[src/rtl/dram_mux_pkg.sv]
package dram_mux_pkg;

    // Default width of one DRAM address field (row or column half).
    localparam int ROW_W_DEF = 7;

    // Which half of the processor address is driven to the DRAM pins.
    typedef enum logic {
        FIELD_HIGH = 1'b0,
        FIELD_LOW  = 1'b1
    } field_sel_e;

    // Decoded strobe state passed from the sampler to the datapath.
    typedef struct packed {
        logic mem_act;     // registered: memory request active
        logic rfsh_act;    // registered: refresh active
        logic rfsh_start;  // combinational: refresh becoming active at this edge
    } strobe_t;

    // Memory request active selects the lower field.
    function automatic field_sel_e field_for(input logic mem_act);
        return mem_act ? FIELD_LOW : FIELD_HIGH;
    endfunction

    // Refresh starts when the new sample is active and the previous sample was idle.
    function automatic logic start_edge(input logic now_act, input logic prev_act);
        return now_act && !prev_act;
    endfunction

endpackage

[src/rtl/bus_strobe_sampler.sv]
module bus_strobe_sampler
    import dram_mux_pkg::*;
#(
    parameter int ROW_W = ROW_W_DEF
) (
    input  logic                 clk,
    input  logic                 rst,
    input  logic                 mreq_n,
    input  logic                 rfsh_n,
    input  logic [2*ROW_W-1:0]   addr,
    output strobe_t              strb,
    output logic [2*ROW_W-1:0]   addr_q
);
    localparam int ADDR_W = 2 * ROW_W;

    logic mem_act_q;
    logic rfsh_act_q;

    always_ff @(posedge clk) begin
        if (rst) begin
            mem_act_q  <= 1'b0;
            rfsh_act_q <= 1'b0;
            addr_q     <= '0;
        end else begin
            mem_act_q  <= !mreq_n;
            rfsh_act_q <= !rfsh_n;
            addr_q     <= addr;
        end
    end

    always_comb begin
        strb.mem_act    = mem_act_q;
        strb.rfsh_act   = rfsh_act_q;
        strb.rfsh_start = start_edge(!rfsh_n, rfsh_act_q);
    end

    // a refresh start is reported only once per low period of rfsh_n
    p_single_start_r6: assert property (@(posedge clk) disable iff (rst)
        strb.rfsh_start |=> !strb.rfsh_start);

    // sampled address register is ADDR_W wide and cleared by reset
    p_addr_reset_r1: assert property (@(posedge clk)
        rst |=> (addr_q == {ADDR_W{1'b0}}));

endmodule

[src/rtl/refresh_row_counter.sv]
module refresh_row_counter
    import dram_mux_pkg::*;
#(
    parameter int ROW_W = ROW_W_DEF
) (
    input  logic             clk,
    input  logic             rst,
    input  logic             step,
    output logic [ROW_W-1:0] row_q
);
    localparam logic [ROW_W-1:0] ROW_LAST = {ROW_W{1'b1}};

    always_ff @(posedge clk) begin
        if (rst) begin
            row_q <= '0;
        end else if (step) begin
            row_q <= row_q + 1'b1;
        end
    end

    p_row_step_r6: assert property (@(posedge clk) disable iff (rst)
        step |=> (row_q == $past(row_q) + 1'b1));

    p_row_hold_r6: assert property (@(posedge clk) disable iff (rst)
        !step |=> $stable(row_q));

    p_row_wrap_r9: assert property (@(posedge clk) disable iff (rst)
        (step && row_q == ROW_LAST) |=> (row_q == '0));

    p_row_reset_r1: assert property (@(posedge clk)
        rst |=> (row_q == '0));

endmodule

[src/rtl/dram_addr_mux.sv]
module dram_addr_mux
    import dram_mux_pkg::*;
#(
    parameter int ROW_W = ROW_W_DEF
) (
    input  strobe_t              strb,
    input  logic [2*ROW_W-1:0]   addr_q,
    input  logic [ROW_W-1:0]     row_q,
    output field_sel_e           sel,
    output logic [ROW_W-1:0]     dram_addr
);
    logic [ROW_W-1:0] low_field;

    assign sel = field_for(strb.mem_act);

    for (genvar b = 0; b < ROW_W; b++) begin : g_bit
        assign low_field[b] = strb.rfsh_act ? row_q[b] : addr_q[b];
        assign dram_addr[b] = (sel == FIELD_LOW) ? low_field[b] : addr_q[ROW_W + b];
    end

endmodule

[src/rtl/dram_refresh_mux.sv]
module dram_refresh_mux
    import dram_mux_pkg::*;
#(
    parameter int ROW_W = ROW_W_DEF,
    localparam int ADDR_W = 2 * ROW_W
) (
    input  logic              clk,
    input  logic              rst,
    input  logic              mreq_n,
    input  logic              rfsh_n,
    input  logic [ADDR_W-1:0] addr,
    output logic [ROW_W-1:0]  dram_addr,
    output logic              ras_n,
    output logic              row_sel
);
    strobe_t           strb;
    logic [ADDR_W-1:0] addr_q;
    logic [ROW_W-1:0]  row_q;
    field_sel_e        sel;

    bus_strobe_sampler #(.ROW_W(ROW_W)) u_sampler (
        .clk    (clk),
        .rst    (rst),
        .mreq_n (mreq_n),
        .rfsh_n (rfsh_n),
        .addr   (addr),
        .strb   (strb),
        .addr_q (addr_q)
    );

    refresh_row_counter #(.ROW_W(ROW_W)) u_counter (
        .clk   (clk),
        .rst   (rst),
        .step  (strb.rfsh_start),
        .row_q (row_q)
    );

    dram_addr_mux #(.ROW_W(ROW_W)) u_mux (
        .strb      (strb),
        .addr_q    (addr_q),
        .row_q     (row_q),
        .sel       (sel),
        .dram_addr (dram_addr)
    );

    assign ras_n   = !strb.mem_act;
    assign row_sel = (sel == FIELD_LOW);

    p_ras_assert_r2: assert property (@(posedge clk) disable iff (rst)
        !mreq_n |=> !ras_n);

    p_ras_release_r2: assert property (@(posedge clk) disable iff (rst)
        mreq_n |=> ras_n);

    p_sel_low_r3: assert property (@(posedge clk) disable iff (rst)
        !mreq_n |=> row_sel);

    p_sel_high_r3: assert property (@(posedge clk) disable iff (rst)
        mreq_n |=> !row_sel);

    p_high_field_r4: assert property (@(posedge clk) disable iff (rst)
        mreq_n |=> (dram_addr == $past(addr[ADDR_W-1:ROW_W])));

    p_low_field_r5: assert property (@(posedge clk) disable iff (rst)
        (!mreq_n && rfsh_n) |=> (dram_addr == $past(addr[ROW_W-1:0])));

    p_refresh_row_r7: assert property (@(posedge clk) disable iff (rst)
        (!mreq_n && !rfsh_n) |=> (dram_addr == row_q));

    p_reset_idle_r1: assert property (@(posedge clk)
        rst |=> (ras_n && !row_sel && dram_addr == '0));

endmodule

[config.mk]
export PLATFORM = sky130hd
export DESIGN_NAME = dram_refresh_mux
export DESIGN_NICKNAME = d
export VERILOG_FILES = /design/src/rtl/dram_mux_pkg.sv /design/src/rtl/bus_strobe_sampler.sv /design/src/rtl/refresh_row_counter.sv /design/src/rtl/dram_addr_mux.sv /design/src/rtl/dram_refresh_mux.sv
export SDC_FILE = /design/constraint.sdc
export NUM_CORES = 1
export LEC_CHECK = 0
export BUFFER_PORTS_ARGS = -buffer_cell sky130_fd_sc_hd__buf_2
export CAP_MARGIN = 10
export CORE_ASPECT_RATIO = 0.75
export CORE_MARGIN = 1.5
export CORE_UTILIZATION = 40
export CTS_BUF_LIST = sky130_fd_sc_hd__clkbuf_8
export DETAILED_ROUTE_END_ITERATION = 7
export PLACE_DENSITY = 0.63
export SYNTH_ARGS = -nofsm -noshare
export SYNTH_HDL_FRONTEND = slang
export SYNTH_HIERARCHICAL = 1
export SYNTH_SLANG_ARGS = --single-unit
[constraint.sdc]
create_clock -name clk -period 2.3 [get_ports clk]
set_input_delay 0.23 -clock clk [delete_from_list [all_inputs] [get_ports clk]]
set_output_delay 0.23 -clock clk [all_outputs]
set_load 0.005 [all_outputs]
==> results of run 1 <==
==> cell usage in the layout, fill, tap and decap left out <==
cell type / n
buf_2: 26
dfxtp_1: 23
nor2_1: 15
a21oi_1: 9
mux2i_1: 8
nor2b_2: 7
and2b_2: 6
clkbuf_8: 3
xor2_1: 3
nand2_1: 3
nand4_1: 2
o21ai_0: 2
or3_1: 2
inv_1: 1
clkinvlp_4: 1
xnor2_1: 1
ha_1: 1
nor2b_1: 1
==> cell type report <==
cell class | instances | area [µm²] | area share [%]
Clock buffer | 3 | 41.3 | 3.86
Clock inverter | 1 | 7.51 | 0.703
Inverter | 1 | 3.75 | 0.351
Multi-Input combinational cell | 60 | 395 | 37.0
Sequential cell | 23 | 460 | 43.1
Tap cell | 24 | 30.0 | 2.81
Timing Repair Buffer | 26 | 130 | 12.2
==> routing by layer <==
| layer | wire (µm) | share of wire (%) |
|---|---|---|
| met5 | 0 | 0 |
| met4 | 0 | 0 |
| met3 | 93 | 6.4 |
| met2 | 611 | 42 |
| met1 | 753 | 52 |
==> power groups by stage <==
stage               Combinational [µW]  Clock, µW  Sequential, µW
floorplan                         55.8          0             432
global placement                  72.1          0             439
detailed placement                73.7          0             440
CTS                               73.9        262             431
global route                      81.0        279             434
finish                            72.6        254             431
==> through the flow <==
| stage | setup WS, ns | cell area (µm²) | power [µW] |
|---|---|---|---|
| floorplan | 1.01 | 916 | 487 |
| global placement | 0.764 | 1020 | 511 |
| detailed placement | 0.677 | 1020 | 514 |
| CTS | 0.665 | 1070 | 767 |
| global route | 0.468 | 1070 | 794 |
| finish | 0.657 | 1070 | 758 |
==> kinds of logic after synthesis <==
family                   synth area share [%]
AO/OA/AOI/OAI                            6.01
XOR/XNOR                                 3.83
adder cells (fa/ha/maj)                  1.37
buffers and inverters                    6.56
flip-flops                               50.3
multiplexers                             8.74
AND/OR/NAND/NOR                          23.2
==> how the worst max path moves through the flow <==
stage,cells after the start,endpoint,start
finish,4,u_counter/row_q[6],u_sampler/rfsh_act_q
global route,4,u_counter/row_q[6],u_sampler/rfsh_act_q
CTS,4,u_counter/row_q[6],u_sampler/rfsh_act_q
detailed placement,4,u_counter/row_q[6],u_sampler/rfsh_act_q
global placement,4,u_counter/row_q[5],u_sampler/rfsh_act_q
floorplan,4,u_counter/row_q[6],u_sampler/rfsh_act_q
==> sequential cells by signal, summed over array words and instances, names as in the netlist <==
register,count
u_sampler/addr_q,14
u_counter/row_q,7
u_sampler/mem_act_q,1
u_sampler/rfsh_act_q,1
==> worst max-delay path: cells and delay by family, from the launching register on <==
family          cells  cell delay, ns
simple gates        3            1.00
compound gates      1            0.15
flops               1            0.43
==> key figures, run 1 <==
Critical path
  – Startpoint type of the worst setup path: flip-flop
  – R2R cell count: 4
  – CP max stage cell: dfxtp_1
  – Flop-to-flop setup slack: between 0.6 and 0.7 ns
  – CP Cell Sequence: nor2_1 -> nand4_1 -> or3_1 -> a21oi_1
  – CP Data Required Time: around 2.5 ns
  – Worst setup path class: flip-flop to flip-flop
  – CP arrival: 1.84 ns
  – CP Capture Type: flip-flop
  – CP max stage delay: around 0.43 ns
  – R2R Path Start: u_sampler/rfsh_act_q
  – Worst-path fanout max: 8
  – RR Endpoint: u_counter/row_q[6]

Timing
  – Period utilisation layout: between 70% and 80%
  – Setup TNS: 0 ns
  – RSZ-0062 raised after global routing: no
  – Max-slew violations: 0
  – Setup violations, final: 0
  – Fmax: approximately 0.61 GHz
  – Fin. Hold Viols: 0
  – Final Skew: slightly below 0.003 ns
  – Worst-Margin Slew: ~0.45 ns
  – Tmin final: around 1.6 ns
  – Hold slack: 0.109 ns
  – Slew margin rel.: 70.1%

Synth
  – Largest area contributor in the netlist: dfxtp_1
  – Average instance area after synthesis: approximately 10 µm²
  – Number of synthesized flops with an enable pin: 0
  – Top post-synthesis cells by area: dfxtp_1 50%, mux2i_1 8.7%, nor2b_2 6.7%, nor2_1 6.1%, and2b_2 5.7%
  – Syn Nets: around 110
  – Seq cells post-synth: 23
  – Synthesized instance count: 90
  – Synth cell types: 17
  – Post-synth top area share: 50.3%
  – Yosys warns: 6
  – Mapped cell area: a little over 900 µm²
  – Share of flip-flops with an asynchronous set or reset: 0%
  – Most common cell in the synthesized netlist: dfxtp_1
  – Synth top cells by count: 23 x dfxtp_1, 15 x nor2_1, 9 x a21oi_1
  – Top_reg_cell synth: dfxtp_1
  – Seq/Total Area, Yosys: around half

Clock network
  – CTS sink count: 23
  – CTS H-tree depth: 1
  – CTS tree: done
  – Root Driver: clkbuf_8
  – Clock transition at the registers of the reported paths: 0.08 ns
  – Gates resized, CTS repair: 0
  – Setup Buffers After CTS: 0
  – Clk_lat worst skew: approximately 0.26 ns
  – Max Root-Sink Buffers: 2
  – Inserted Clock Buffers: 3
  – Cts hold-fix bufs: 0

Worst hold path
  – Hold Crit Depth: 2
  – Tightest Hold Check Type: primary input to flip-flop
  – Hold_sp: mreq_n
  – Worst Hold End: u_sampler/mem_act_q

Floorplanning
  – Core area: 2080 µm²
  – Ports: 27
  – Die height: 44.4 µm
  – Die Footprint: 2590 µm²
  – Initial Util: ~44%
  – Row cnt: 14
  – Chip width: 58.3 µm

Detailed routing
  – TritonRoute pass-1 iters: 4
  – Routed len/inst: ~11 µm
  – DR iter-0 viols: 19
  – Residual DRC: 0
  – Final WL: 1460 µm
  – Vias per cell: about 4.6
  – Antenna viol nets, final: 0
  – DR vias: 640

Status
  – Outcome: complete, no violations

Layout
  – Number of nets in the layout: between 100 and 150
  – Share of layout cells above drive strength 1: a little under two fifths
  – Filler cell count in the final layout: 200
  – Final Core Density: between 50% and 60%
  – Diodes inserted: 0
  – Area Growth Syn to Fin: 16.7%
  – Post-route insts no fill: 138

GRT
  – GR Util met1: between 10% and 20%
  – M2 GR Usage: a little under a fifth
  – Vias in the first global route: between 500 and 600
  – Met3 Track Usage GR: 6.14%
  – Top Usage Layer GRT: met2
  – First-pass GRT wire length: 2470 µm
  – Largest net degree at the start of global routing: 24
  – Total GRT Usage: around an eighth
  – Initial antenna violation count: 0
  – Residual overflow from global routing: 0

Run
  – Max cap viols: 0

Pwr
  – Worst VDD drop: 0.000482 V
  – Internal power: around 580 µW
  – Sequential share of power: approximately 57%
  – Net Sw Power: roughly 180 µW
  – Lkg Pwr: around 0.00047 µW
  – Clk pwr share: 33.6%
  – PD cells: between 700 and 800 nW/µm²
  – Sw frac: 23.2%
  – Combinational Power Share: a little under a tenth

Placed design
  – Input/output buffers: 26
  – Inst Count DP: 134
  – DP HPWL: between 1000 and 1500 µm
  – GP Congestion: approximately 0.72
(Power assumes the default switching activity.)
==> run 2, diff against run 1 <==
==> constraint.sdc (replaced) <==
create_clock -name clk -period 1.67 [get_ports clk]
set_input_delay 0.167 -clock clk [delete_from_list [all_inputs] [get_ports clk]]
set_output_delay 0.167 -clock clk [all_outputs]
set_load 0.005 [all_outputs]
==> key figures, run 2 (synthesis gave the netlist of run 1 again) <==
Layout
  – Area occupied by multi-input gates: 395 µm² (unchanged)
  – Largest regs: u_sampler/addr_q x14, u_counter/row_q x7
  – Diodes inserted: 0 (unchanged)
  – Filler cell count in the final layout: 192 (-4.0%)
  – Share of layout cells above drive strength 1: 37.9% (+0.21 points)
  – Commonest cells after routing, fill and taps aside: 26 x buf_2, 23 x dfxtp_1, 15 x nor2_1
  – Most common cell after layout, fill and taps aside: buf_2
  – Area Growth Syn to Fin: 17.9%
  – Top reg by flops: u_sampler/addr_q
  – Number of nets in the layout: 136 (+1.5%)
  – Largest register FFs: 14 (unchanged)
  – Register area: 460 µm² (unchanged)

GRT
  – Total GRT Usage: 13.9% (+0.98 points)
  – Met3 Track Usage GR: 6.43% (+0.29 points)
  – Residual overflow from global routing: 0 (unchanged)
  – Vias in the first global route: 617 (+4.6%)
  – First-pass GRT wire length: 2590 µm (+5.0%)
  – Largest net degree at the start of global routing: 24 (unchanged)
  – GR Util met1: 17.8% (-0.020 points)
  – M2 GR Usage: 21.1% (+2.7 points)
  – Top Usage Layer GRT: met2
  – Initial antenna violation count: 0 (unchanged)

Critical path
  – Startpoint type of the worst setup path: flip-flop
  – Worst-path fanout max: 7 (-1)
  – CP max stage cell: dfxtp_1
  – CP max stage delay: 0.34 ns (-0.09 ns)
  – CP Capture Type: primary output
  – CP Cell Sequence: buf_4 -> mux2i_1 -> a21oi_1 -> buf_2
  – Crit-path leading delay family: flip-flops
  – Critical path buffers and inverters: 2 (+2)
  – CP Data Required Time: 1.50 ns (-1.00 ns)
  – CP arrival: 1.27 ns (-0.57 ns)
  – Crit. Startpoint: u_sampler/rfsh_act_q
  – Worst setup path class: flip-flop to primary output
  – R2R Path Start: u_counter/row_q[0]

Clock network
  – Inserted Clock Buffers: 3 (unchanged)
  – CTS H-tree depth: 1 (unchanged)
  – Max Root-Sink Buffers: 2 (unchanged)
  – CTS tree: done
  – CTS sink count: 23 (unchanged)
  – Clk_lat worst skew: 0.26 ns (about the same)
  – Cts hold-fix bufs: 0 (unchanged)
  – Setup Buffers After CTS: 0 (unchanged)
  – Gates resized, CTS repair: 0 (unchanged)
  – Clock transition at the registers of the reported paths: 0.08 ns (about the same)
  – Root Driver: clkbuf_8

Detailed routing
  – TritonRoute pass-1 iters: 4 (unchanged)
  – Residual DRC: 0 (unchanged)
  – DR iter-0 viols: 11 (-8)
  – Antenna viol nets, final: 0 (unchanged)
  – DR vias: 641 (+0.16%)
  – Routed len/inst: 10.9 µm (+3.4%)
  – Final WL: 1530 µm (+4.9%)
  – Vias per cell: 4.58 (-1.3%)

Timing
  – Setup violations, final: 0 (unchanged)
  – Worst-Margin Slew: 0.453 ns (+0.00485 ns)
  – Max-slew violations: 0 (unchanged)
  – Tmin final: 1.44 ns
  – Period utilisation layout: 85.9%
  – Slew margin rel.: 69.7% (-0.32 points)
  – Setup TNS: 0 ns (unchanged)
  – Final WS setup: 0.235 ns (-0.422 ns)
  – Final Skew: 0.00790 ns (+0.00496 ns)
  – Fin. Hold Viols: 0 (unchanged)
  – RSZ-0062 raised after global routing: no
  – Fmax: between 0.6 and 0.7 GHz

Pwr
  – Lkg Pwr: 0.000485 µW (+3.3%)
  – PD cells: 950 nW/µm² (+34%)
  – Worst VDD drop: 0.000674 V (+40%)
  – Pwr Total: 1030 µW (+35%)

Worst hold path
  – Tightest Hold Check Type: primary input to flip-flop
  – Hold_sp: rfsh_n

Floorplanning
  – Die Footprint: 2590 µm² (unchanged)
  – Initial Util: 43.9% (unchanged)
  – Chip width: 58.3 µm (unchanged)
  – Row cnt: 14 (unchanged)
  – Core area: 2080 µm² (unchanged)
  – Ports: 27 (unchanged)
  – Die height: 44.4 µm (unchanged)

Status
  – Outcome: complete, no violations

Run
  – Max cap viols: 0 (unchanged)

Placed design
  – GP Congestion: 0.729 (+1.6%)
  – Input/output buffers: 26 (unchanged)
  – Pre-CTS setup slack: 0.355 ns (-0.322 ns)
-- run 2: power by group --
part / total (µW) / switching (µW) / leakage, µW / internal, µW
logic: 109 / 46.8 / 0.000268 / 62.3
registers: 589 / 15.2 / 0.000190 / 573
clock network: 328 / 165 / 0.0000269 / 164
-- run 2: final cells by class --
class | count | share of cell area [%]
clock buffers | 3 | 3.82
multi-input cells | 60 | 36.6
repair buffers | 28 | 13.4
well taps | 24 | 2.78
clock inverters | 1 | 0.348
flip-flops and latches | 23 | 42.6
inverters | 1 | 0.348
-- run 2: worst reg2reg max path: cells and delay by family, from the launching register on --
family,cells,cell delay (ns)
adders and majority gates,1,0.19
DFF,1,0.40
and+or+nand+nor,2,0.55
AOI/OAI and AO/OA,1,0.15
-- run 2: path summary, 6_finish.rpt --
kind,to,slack (ns),cells past startpoint
min,u_sampler/rfsh_act_q,0.07,2
max,dram_addr[0],0.23,4
max reg2reg,u_counter/row_q[6],0.32,4
min reg2reg,u_counter/row_q[5],0.54,2
-- run 2: metrics by stage --
stage	util [%]	instance area (µm²)	hold WS, ns	instances
after floorplan	-	916	0.236	90
after global placement	49.6	1030	0.324	136
after detailed placement	49.6	1030	0.330	136
after CTS	51.8	1080	0.0581	140
after global routing	51.8	1080	0.0600	140
final	51.8	1080	0.0659	140
-- run 2: routing by layer --
layer / vias to the layer above / routed length, µm / share of wire (%)
met5: - / 0 / 0
met1: 276 / 774 / 51
li1: 343 / - / -
met4: 0 / 0 / 0
met3: 0 / 84 / 5.5
met2: 22 / 670 / 44
==> run 3, diff against run 2 <==
--- a/config.mk
+++ b/config.mk
@@ -9,10 +9,11 @@
 export CAP_MARGIN = 10
 export CORE_ASPECT_RATIO = 0.75
 export CORE_MARGIN = 1.5
-export CORE_UTILIZATION = 40
+export CORE_UTILIZATION = 52
 export CTS_BUF_LIST = sky130_fd_sc_hd__clkbuf_8
+export CTS_CLUSTER_DIAMETER = 150
 export DETAILED_ROUTE_END_ITERATION = 7
-export PLACE_DENSITY = 0.63
+export PLACE_DENSITY = 0.79
 export SYNTH_ARGS = -nofsm -noshare
 export SYNTH_HDL_FRONTEND = slang
 export SYNTH_HIERARCHICAL = 1
==> constraint.sdc (replaced) <==
create_clock -name clk -period 1.67 [get_ports clk]
set_input_delay 0.334 -clock clk [delete_from_list [all_inputs] [get_ports clk]]
set_output_delay 0.334 -clock clk [all_outputs]
set_load 0.005 [all_outputs]
==> key figures, run 3 (synthesis gave the netlist of run 1 again) <==
Floorplanning
  – Die Footprint: 2020 µm² (-22%)
  – Initial Util: 58.7% (+15 points)
  – Row cnt: 12 (-2)
  – Die height: 39.3 µm (-11%)
  – Core area: 1560 µm² (-25%)
  – Ports: 27 (unchanged)
  – Chip width: 51.5 µm (-12%)

Pwr
  – Net Sw Power: 225 µW (-0.46%)
  – Lkg Pwr: 0.000485 µW (about the same)
  – Clk pwr share: 31.9% (about the same)
  – Sequential share of power: 57.8% (+0.4 points)
  – Worst VDD drop: 0.000804 V (+19%)
  – Sw frac: 22.0% (-0.093 points)
  – Pwr Total: 1030 µW (about the same)
  – Combinational Power Share: 10.2% (-0.4 points)
  – PD cells: 951 nW/µm² (about the same)
  – Internal power: 800 µW (about the same)

Placed design
  – DP HPWL: about 1100 µm
  – Cell Area, Placed: 1030 µm² (-0.36%)
  – Input/output buffers: 26 (unchanged)
  – GP Congestion: 0.702 (-3.8%)

Critical path
  – Flop-to-flop setup slack: 0.29 ns (-0.03 ns)
  – R2R Path Start: u_sampler/rfsh_act_q
  – R2R cell count: 4 (unchanged)
  – CP arrival: 1.16 ns (-0.11 ns)
  – CP Data Required Time: 1.34 ns (-0.16 ns)
  – Worst setup path class: flip-flop to primary output
  – Startpoint type of the worst setup path: flip-flop
  – RR Endpoint: u_counter/row_q[5]
  – Crit. Startpoint: u_sampler/rfsh_act_q
  – CP Capture Type: primary output
  – Critical path destination: dram_addr[3]
  – Worst-path fanout max: 8 (+1)

Status
  – Outcome: complete, no violations

GRT
  – First-pass GRT wire length: 2500 µm (-3.7%)
  – Initial antenna violation count: 0 (unchanged)
  – Residual overflow from global routing: 0 (unchanged)
  – Vias in the first global route: 609 (-1.3%)
  – Largest net degree at the start of global routing: 21 (-13%)
  – Total GRT Usage: 18.1% (+4.2 points)

Clock network
  – Setup Buffers After CTS: 0 (unchanged)
  – CTS H-tree depth: 1 (unchanged)
  – Clock transition at the registers of the reported paths: 0.07 ns (about the same)
  – Clk_lat worst skew: 0.26 ns (about the same)
  – Root Driver: clkbuf_8
  – Max Root-Sink Buffers: 2 (unchanged)
  – CTS tree: done
  – Inserted Clock Buffers: 3 (unchanged)
  – CTS sink count: 23 (unchanged)

Layout
  – Largest regs: u_sampler/addr_q x14, u_counter/row_q x7
  – Largest register FFs: 14 (unchanged)
  – Area Growth Syn to Fin: 17.8%
  – Number of nets in the layout: 136 (unchanged)
  – Top reg by flops: u_sampler/addr_q
  – Commonest cells after routing, fill and taps aside: 26 x buf_2, 21 x dfxtp_1, 15 x nor2_1
  – Share of layout cells above drive strength 1: 39.7% (+1.7 points)
  – Diodes inserted: 0 (unchanged)
  – Most common cell after layout, fill and taps aside: buf_2
  – Final std cell area, no fill: 1080 µm² (-0.12%)

Detailed routing
  – TritonRoute pass-1 iters: 4 (unchanged)
  – Antenna viol nets, final: 0 (unchanged)
  – DR iter-0 viols: 2 (-9)
  – Final WL: 1570 µm (+2.6%)
  – Vias per cell: 4.82 (+5.2%)
  – Residual DRC: 0 (unchanged)
  – DR vias: 660 (+3.0%)
  – Routed len/inst: 11.4 µm (+4.8%)

Worst hold path
  – Tightest Hold Check Type: primary input to flip-flop
  – Hold_sp: mreq_n

Timing
  – Period utilisation layout: 89.4% (+3.4 points)
  – Final Skew: 0.00256 ns (-0.00534 ns)
  – Fmax: 0.670 GHz (-3.8%)
  – Worst-Margin Slew: 0.362 ns (-0.0911 ns)
  – Hold slack: 0.218 ns (+0.152 ns)
  – Slew margin rel.: 75.9% (+6.1 points)
  – Fin. Hold Viols: 0 (unchanged)
  – Tmin final: 1.49 ns (+0.0574 ns)
  – Max-slew violations: 0 (unchanged)
  – RSZ-0062 raised after global routing: no
  – Setup TNS: 0 ns (unchanged)
  – Setup violations, final: 0 (unchanged)

Run
  – Max cap viols: 0 (unchanged)
run 3: metal layers:
layer / routed length (µm) / vias up / GRT usage, % / part of all wire [%]
met4: 19 / 0 / 8.55 / 1.2
met2: 767 / 23 / 33.3 / 49
met1: 667 / 292 / 17.8 / 43
li1: - / 341 / - / -
met5: 0 / - / 0 / 0
met3: 113 / 4 / 8.02 / 7.2
run 3: repair_timing:
item / in CTS / in global routing
gates resized for setup: 0 / 2
hold buffers: 0 / 0
endpoints found under the setup margin: 0 / 7
run 3: area by class of cell:
class                           instances  area (µm²)
Tap cell                               21        26.3
Multi-Input combinational cell         60         395
Fill cell                             140         483
Sequential cell                        23         463
Timing Repair Buffer                   28         145
Clock inverter                          1        3.75
Inverter                                1        3.75
Clock buffer                            3        41.3
run 3: through the flow:
step	worst slack, ns	instances	utilization, %
CTS	0.0156	137	68.9
global route	0.105	137	69.1
finish	0.178	137	69.1
global placement	0.285	133	66.0
detailed placement	0.241	133	66.0
floorplan	0.353	90	-
run 3: worst min-delay path by stage:
stage | cells past startpoint | to | slack [ns]
3_3_place_gp | 2 | u_counter/row_q[6] | 0.47
3_5_place_dp | 2 | u_counter/row_q[6] | 0.49
5_1_grt | 2 | u_sampler/mem_act_q | 0.22
2_1_floorplan | 1 | u_counter/row_q[5] | 0.40
6_report | 2 | u_sampler/mem_act_q | 0.22
4_1_cts | 2 | u_sampler/mem_act_q | 0.22
run 3: critical path, cell delays in order (launching register included):
cell	delay (ns)
dfxtp_2	0.45
mux2i_1	0.23
a21oi_1	0.08
buf_2	0.14
run 3: power by group through the flow:
stage	logic [µW]	clock network, µW	registers, µW
6_report	105	328	593
5_1_grt	118	367	597
4_1_cts	106	340	593
3_5_place_dp	105	0	606
3_3_place_gp	102	0	605
2_1_floorplan	76.8	0	594
